==> src/rtl/cpm_pkg.sv <==
package cpm_pkg;
  localparam int BYTE_W     = 8;
  localparam int WORD_BYTES = 4;
  localparam int GPE_W      = 8;
  localparam int GPE_HP_BIT = 2;

  typedef enum logic [1:0] {
    OP_IDLE = 2'd0,
    OP_RD   = 2'd1,
    OP_WR   = 2'd2
  } io_op_e;

  function automatic io_op_e decode_op(input logic sel, input logic wr);
    if (!sel)   return OP_IDLE;
    else if (wr) return OP_WR;
    else        return OP_RD;
  endfunction
endpackage

==> src/rtl/cpm_bitmap.sv <==
module cpm_bitmap #(
  parameter int NUM_CPUS = 256,
  parameter int ADDR_W   = $clog2(NUM_CPUS / 8),
  parameter int ID_W     = $clog2(NUM_CPUS)
) (
  input  logic              clk,
  input  logic              rst_n,
  input  logic              set_vld,
  input  logic [ID_W-1:0]   set_id,
  input  logic              rd_en,
  input  logic              rd_block,
  input  logic [ADDR_W-1:0] rd_addr,
  output logic [7:0]        rd_data
);
  import cpm_pkg::*;
  localparam int ROWS = NUM_CPUS / BYTE_W;

  logic [NUM_CPUS-1:0] map_q, map_d, set_mask;
  logic [BYTE_W-1:0]   rows [ROWS];
  logic [BYTE_W-1:0]   rd_q, rd_d;

  // one-hot set mask, only bits ever added
  always_comb begin
    set_mask = '0;
    if (set_vld) set_mask = NUM_CPUS'(1) << set_id;
  end

  // presence bits only accumulate; bit 0 enters at reset and never leaves
  always_comb map_d = map_q | set_mask;

  always_ff @(posedge clk or negedge rst_n) begin
    if (!rst_n) map_q <= NUM_CPUS'(1);
    else        map_q <= map_d;
  end

  genvar g;
  generate
    for (g = 0; g < ROWS; g++) begin : g_row
      assign rows[g] = map_q[g*BYTE_W +: BYTE_W];
    end
  endgenerate

  always_comb begin
    rd_d = rd_q;
    if (rd_en) rd_d = rd_block ? '0 : rows[rd_addr];
  end

  always_ff @(posedge clk or negedge rst_n) begin
    if (!rst_n)     rd_q <= '0;
    else if (rd_en) rd_q <= rd_d;
  end

  assign rd_data = rd_q;
endmodule

==> src/rtl/cpm_mode_ctl.sv <==
module cpm_mode_ctl #(
  parameter int ADDR_W = 5
) (
  input  logic              clk,
  input  logic              rst_n,
  input  logic              wr_en,
  input  logic [ADDR_W-1:0] wr_addr,
  input  logic [7:0]        wr_data,
  output logic              modern
);
  import cpm_pkg::*;
  localparam int LANE_W = $clog2(WORD_BYTES);

  logic [WORD_BYTES-1:0] zmask_q, zmask_d, zmask_nx;
  logic                  modern_q, modern_d;
  logic                  in_word;

  assign in_word = wr_addr < ADDR_W'(WORD_BYTES);

  always_comb begin
    zmask_nx = zmask_q;
    if (wr_en && in_word && !modern_q) begin
      if (wr_data == 8'h00) zmask_nx = zmask_q | (WORD_BYTES'(1) << wr_addr[LANE_W-1:0]);
      else                  zmask_nx = '0;
    end
    modern_d = modern_q;
    zmask_d  = zmask_nx;
    if (&zmask_nx) begin
      modern_d = 1'b1;
      zmask_d  = '0;
    end
  end

  always_ff @(posedge clk or negedge rst_n) begin
    if (!rst_n) begin
      zmask_q  <= '0;
      modern_q <= 1'b0;
    end else if (wr_en) begin
      zmask_q  <= zmask_d;
      modern_q <= modern_d;
    end
  end

  assign modern = modern_q;
endmodule

==> src/rtl/cpm_gpe.sv <==
module cpm_gpe #(
  parameter int GPE_W   = 8,
  parameter int HP_BIT  = 2
) (
  input  logic             clk,
  input  logic             rst_n,
  input  logic             hp_evt,
  input  logic             clr_vld,
  input  logic [GPE_W-1:0] clr_bits,
  input  logic [GPE_W-1:0] en,
  output logic             sci
);
  logic [GPE_W-1:0] sts_q, sts_d, clr_mask, set_mask;

  always_comb begin
    clr_mask = clr_vld ? clr_bits : '0;
    set_mask = hp_evt ? (GPE_W'(1) << HP_BIT) : '0;
    sts_d    = (sts_q & ~clr_mask) | set_mask;
  end

  always_ff @(posedge clk or negedge rst_n) begin
    if (!rst_n)                 sts_q <= '0;
    else if (clr_vld || hp_evt) sts_q <= sts_d;
  end

  assign sci = |(sts_q & en);
endmodule

==> src/rtl/cpu_presence_map.sv <==
module cpu_presence_map #(
  parameter int NUM_CPUS = 256,
  parameter int ADDR_W   = $clog2(NUM_CPUS / 8),
  parameter int ID_W     = $clog2(NUM_CPUS)
) (
  input  logic              clk,
  input  logic              rst_n,
  input  logic              io_sel,
  input  logic              io_wr,
  input  logic [ADDR_W-1:0] io_addr,
  input  logic [7:0]        io_wdata,
  output logic [7:0]        io_rdata,
  input  logic              hp_add_vld,
  input  logic [ID_W-1:0]   hp_add_id,
  input  logic              gpe_clr_vld,
  input  logic [7:0]        gpe_clr_bits,
  input  logic [7:0]        gpe_en,
  output logic              sci,
  output logic              modern_mode
);
  import cpm_pkg::*;

  io_op_e op;
  logic   rd_en, wr_en;

  assign op    = decode_op(io_sel, io_wr);
  assign rd_en = (op == OP_RD);
  assign wr_en = (op == OP_WR);

  cpm_bitmap #(.NUM_CPUS(NUM_CPUS), .ADDR_W(ADDR_W), .ID_W(ID_W)) u_map (
    .clk(clk), .rst_n(rst_n),
    .set_vld(hp_add_vld), .set_id(hp_add_id),
    .rd_en(rd_en), .rd_block(modern_mode), .rd_addr(io_addr),
    .rd_data(io_rdata)
  );

  cpm_mode_ctl #(.ADDR_W(ADDR_W)) u_mode (
    .clk(clk), .rst_n(rst_n),
    .wr_en(wr_en), .wr_addr(io_addr), .wr_data(io_wdata),
    .modern(modern_mode)
  );

  cpm_gpe #(.GPE_W(GPE_W), .HP_BIT(GPE_HP_BIT)) u_gpe (
    .clk(clk), .rst_n(rst_n),
    .hp_evt(hp_add_vld), .clr_vld(gpe_clr_vld), .clr_bits(gpe_clr_bits),
    .en(gpe_en), .sci(sci)
  );
endmodule

==> config.mk <==
export PLATFORM = sky130hd
export DESIGN_NAME = cpu_presence_map
export DESIGN_NICKNAME = d
export VERILOG_FILES = /design/src/rtl/cpm_pkg.sv /design/src/rtl/cpm_bitmap.sv /design/src/rtl/cpm_mode_ctl.sv /design/src/rtl/cpm_gpe.sv /design/src/rtl/cpu_presence_map.sv
export SDC_FILE = /design/constraint.sdc
export NUM_CORES = 1
export LEC_CHECK = 0
export ABC_AREA = 1
export BUFFER_PORTS_ARGS = -buffer_cell sky130_fd_sc_hd__buf_2
export CAP_MARGIN = 10
export CORE_MARGIN = 1
export CORE_UTILIZATION = 50
export CTS_CLUSTER_SIZE = 8
export DETAILED_ROUTE_END_ITERATION = 6
export MAX_ROUTING_LAYER = met4
export PLACE_DENSITY = 0.71
export SETUP_SLACK_MARGIN = 0.1
export SYNTH_ARGS = -nofsm -noshare
export SYNTH_HDL_FRONTEND = slang
export SYNTH_SLANG_ARGS = --single-unit
==> constraint.sdc <==
create_clock -name clk -period 1.27 [get_ports clk]
set_clock_uncertainty 0.15 [all_clocks]
set_input_delay 0 -clock clk [delete_from_list [all_inputs] [get_ports clk]]
set_output_delay 0 -clock clk [all_outputs]
set_load 0.05 [all_outputs]
==> summary.md <==
| Metric | Value |
|---|---|
| Synth area leaders | dfrtp_1 (54%), nand2_1 (8.5%), o21bai_1 (6.9%), o21ai_0 (6.5%), nand3_1 (6.3%) |
| Die width | 163 um |
| Final hold vios | 143 |
| Clock slew at reported path FFs | 50 ps |
| Async SR Flop Fraction | 1.00 |
| CTS Sinks | 277 |
| Period Utilization, post-route | 1.36 |
| Finish-stage setup viols | 18 |
| Post-synth top flop | dfrtp_1 |
| Post-synthesis sequential area ratio | 0.538 |
| Largest net degree at the start of global routing | 75 |
| Worst slew margin | 0.661 |
| Leak Pwr | 8.13 nW |
| CP Data Required Time | 1120 ps |
| Routed Antenna Nets | 0 |
| I/O Buffers | 52 |
| Top cell family by delay on the critical path | compound AO/OA/AOI/OAI gates |
| Commonest cells post-synth | nand2_1 (293), dfrtp_1 (276), nor2_1 (205), o21ai_0 (167), nand3_1 (163) |
| Mapped Nets | 1619 |
| R2R cell count | 9 |
| DR iter-0 viols | 1175 |
| FP Rows | 58 |
| Worst slack at placement | -505 ps |
| Slowest-stage cell, CP | dfrtp_1 |
| GPL Wtd Cong | 0.926 |
| FF-to-FF End | u_mode.zmask_q[3] |
| Post-Place Cells | 1984 |
| F_max | 578 MHz |
| Die ar. | 0.0264 sq mm |
| Crit. End Element | output pin |
| Detailed-route DRC error count | 0 |
| Reg2reg start | u_mode.modern |
| Crit Path Class | reg -> out |
| Min Hold Slack | -191 ps |
| EDFF count, synth | 0 |
| Yosys warning total | 0 |
| Fin. max-slew vios | 0 |
| Routed wire per std cell | 19.9 um |
| Area Overhead vs Synth | 26.6% |
| DR vias/cell | 5.75 |
| Worst path arrival time | 1580 ps |
| Yosys cell types | 27 |
| First-pass GRT wire length | 63.4 mm |
| Initial antenna violation count | 0 |
| Clock Tree Root | clkbuf_16 |
| Vias | 11951 |
| Gate Count Post-Synth | 1576 |
| Layout Cells excl Fill | 2080 |
| Gr ovfl total | 0 |
| Worst path cell trace | a22o_1 -> a221oi_2 -> nand2_2 -> buf_8 |
| Status | finished, violations left |
| Starting Density | 0.511 |
| Global Route Usage Sum | 0.317 |
| TritonCTS clock tree | built |
| H-tree Lvls | 2 |
| Post-DP HPWL | 25.2 mm |
| PnR Total Power | 21.1 mW |
| ANT cells | 0 |
| Fill count | 2060 |
| Die H | 163 um |
| Worst-Margin Slew | 507 ps |
| CP max stage delay | 380 ps |
| Synthesized cell area | 0.0129 sq mm |
| Setup WS post-layout | -460 ps |
| Layout cell share with drive strength beyond 1 | 0.196 |
| Buf+Inv Stages, Crit Path | 1 |
| FF+latch count, synth | 277 |
| Final wirelength | 41.5 mm |
| Synthesized area per cell | 8.18 sq um |
| Crit path time final | 1730 ps |
| DR pass1 iterations | 6 |
| Violated checks | negative hold slack, negative setup slack |
| PwrDens | 1290 mW/mm^2 |
| Worst vdd ir | 1240 uV |
| RSZ-0062 raised after global routing | yes |
| CTS buffer count | 40 |
| Worst-Skew Late Latency | 510 ps |
| Setup crit start kind | flop |
| Crit-path max FO | 2 |
| HP Class | in -> async |
| Core area | 0.0253 sq mm |
| Largest area contributor in the netlist | dfrtp_1 |
| Synth top area share | 0.536 |
| Most common cell in the netlist | nand2_1 |
| Reg2Reg Setup Slack | -390 ps |
| Nets@finish | 1785 |
| Vias in the first global route | 11888 |
| Max-cap viol count | 0 |
| Fin util | 0.646 |
| Max Root-Sink Buffers | 3 |
| # IOs | 53 |
==> final cells by class <==
cell class	instances	area [sq um]	share of cell area
repair buffers	221	2100	0.129
flip-flops and latches	277	6940	0.425
well taps	330	413	0.0253
inverters	165	624	0.0383
clock buffers	50	1070	0.0655
multi-input cells	1037	5170	0.317
==> cells by family after synthesis <==
logic type      Yosys count  synth area share
simple gates            696             0.225
compound gates          340             0.157
buf+inv                 263            0.0798
flops                   277             0.538
==> state kept, by name, indices dropped and copies added, names as in the netlist <==
| name | flops |
|---|---|
| u_gpe.sts_q | 8 |
| u_mode.modern | 1 |
| u_map.map_q | 256 |
| u_map.rd_data | 8 |
| u_mode.zmask_q | 4 |
==> worst register-to-register path, cell delays in order (launching register included) <==
cell and delay (ps):
dfrtp_2 420, inv_2 70, nand4_1 160, buf_4 210, o21bai_1 130, nand2_1 100, inv_1 90, nand2_2 80
nand2_1 80, nand2_1 50
==> where the power goes <==
group	total [mW]	switching, mW	internal (mW)
clock	9.42	3.64	5.78
sequential	9.32	0.173	9.15
combinational	2.38	1.46	0.918
total	21.1	5.28	15.8
==> per-layer routing <==
metal,share of wire,up-vias,track usage
li1,-,5434,-
met1,0.41,5758,0.420
met2,0.46,617,0.493
met3,0.087,142,0.0471
met4,0.044,0,0.124
met5,0,-,-
==> cell usage in the layout (no fill, tap or decap), types with 7 or more instances in the layout <==
| master | count |
|---|---|
| nand3_1 | 151 |
| nor2_1 | 192 |
| inv_2 | 28 |
| dlygate4sd3_1 | 17 |
| o21ai_1 | 36 |
| a21boi_0 | 7 |
| buf_4 | 113 |
| o21ai_0 | 125 |
| clkbuf_16 | 46 |
| clkbuf_1 | 8 |
| buf_12 | 24 |
| nand2_1 | 282 |
| buf_6 | 16 |
| a21oi_1 | 30 |
| o21ai_2 | 7 |
| nand3_2 | 12 |
| nor2_2 | 11 |
| a21oi_2 | 12 |
| o21bai_1 | 119 |
| buf_2 | 40 |
| dfrtp_1 | 272 |
| inv_1 | 135 |
| nand2_2 | 11 |
| nand4_1 | 20 |
==> worst max-delay path by stage <==
stage / startpoint / endpoint / slack (ps) / depth (start not counted)
6_report: u_gpe.sts_q[1] / sci / -460 / 4
3_5_place_dp: io_addr[3] / u_mode.zmask_q[3] / -510 / 9
5_1_grt: u_gpe.sts_q[1] / sci / -520 / 4
2_1_floorplan: u_mode.modern / u_mode.zmask_q[1] / -250 / 10
4_1_cts: u_gpe.sts_q[1] / sci / -460 / 4
3_3_place_gp: io_addr[3] / u_mode.modern / -490 / 10
==> per-stage QoR <==
stage	hold WS (ps)	TNS (ps)	cell area, sq um
4_1_cts	-189	-2750	15900
3_5_place_dp	-254	-12510	14400
2_1_floorplan	-446	-1260	12900
6_report	-191	-2710	16300
3_3_place_gp	-252	-7660	14400
5_1_grt	-178	-3920	16300
==> what timing repair did <==
action                                 CTS  global route
endpoints found under the hold margin  528           123
resized for setup                       51           108
setup endpoints to repair               23           157
cloned                                   0             9
hold buffers                            19             3
buffers inserted                        10            11
pin swaps                               22            70
Note: power is estimated with default switching activity, not from simulation.
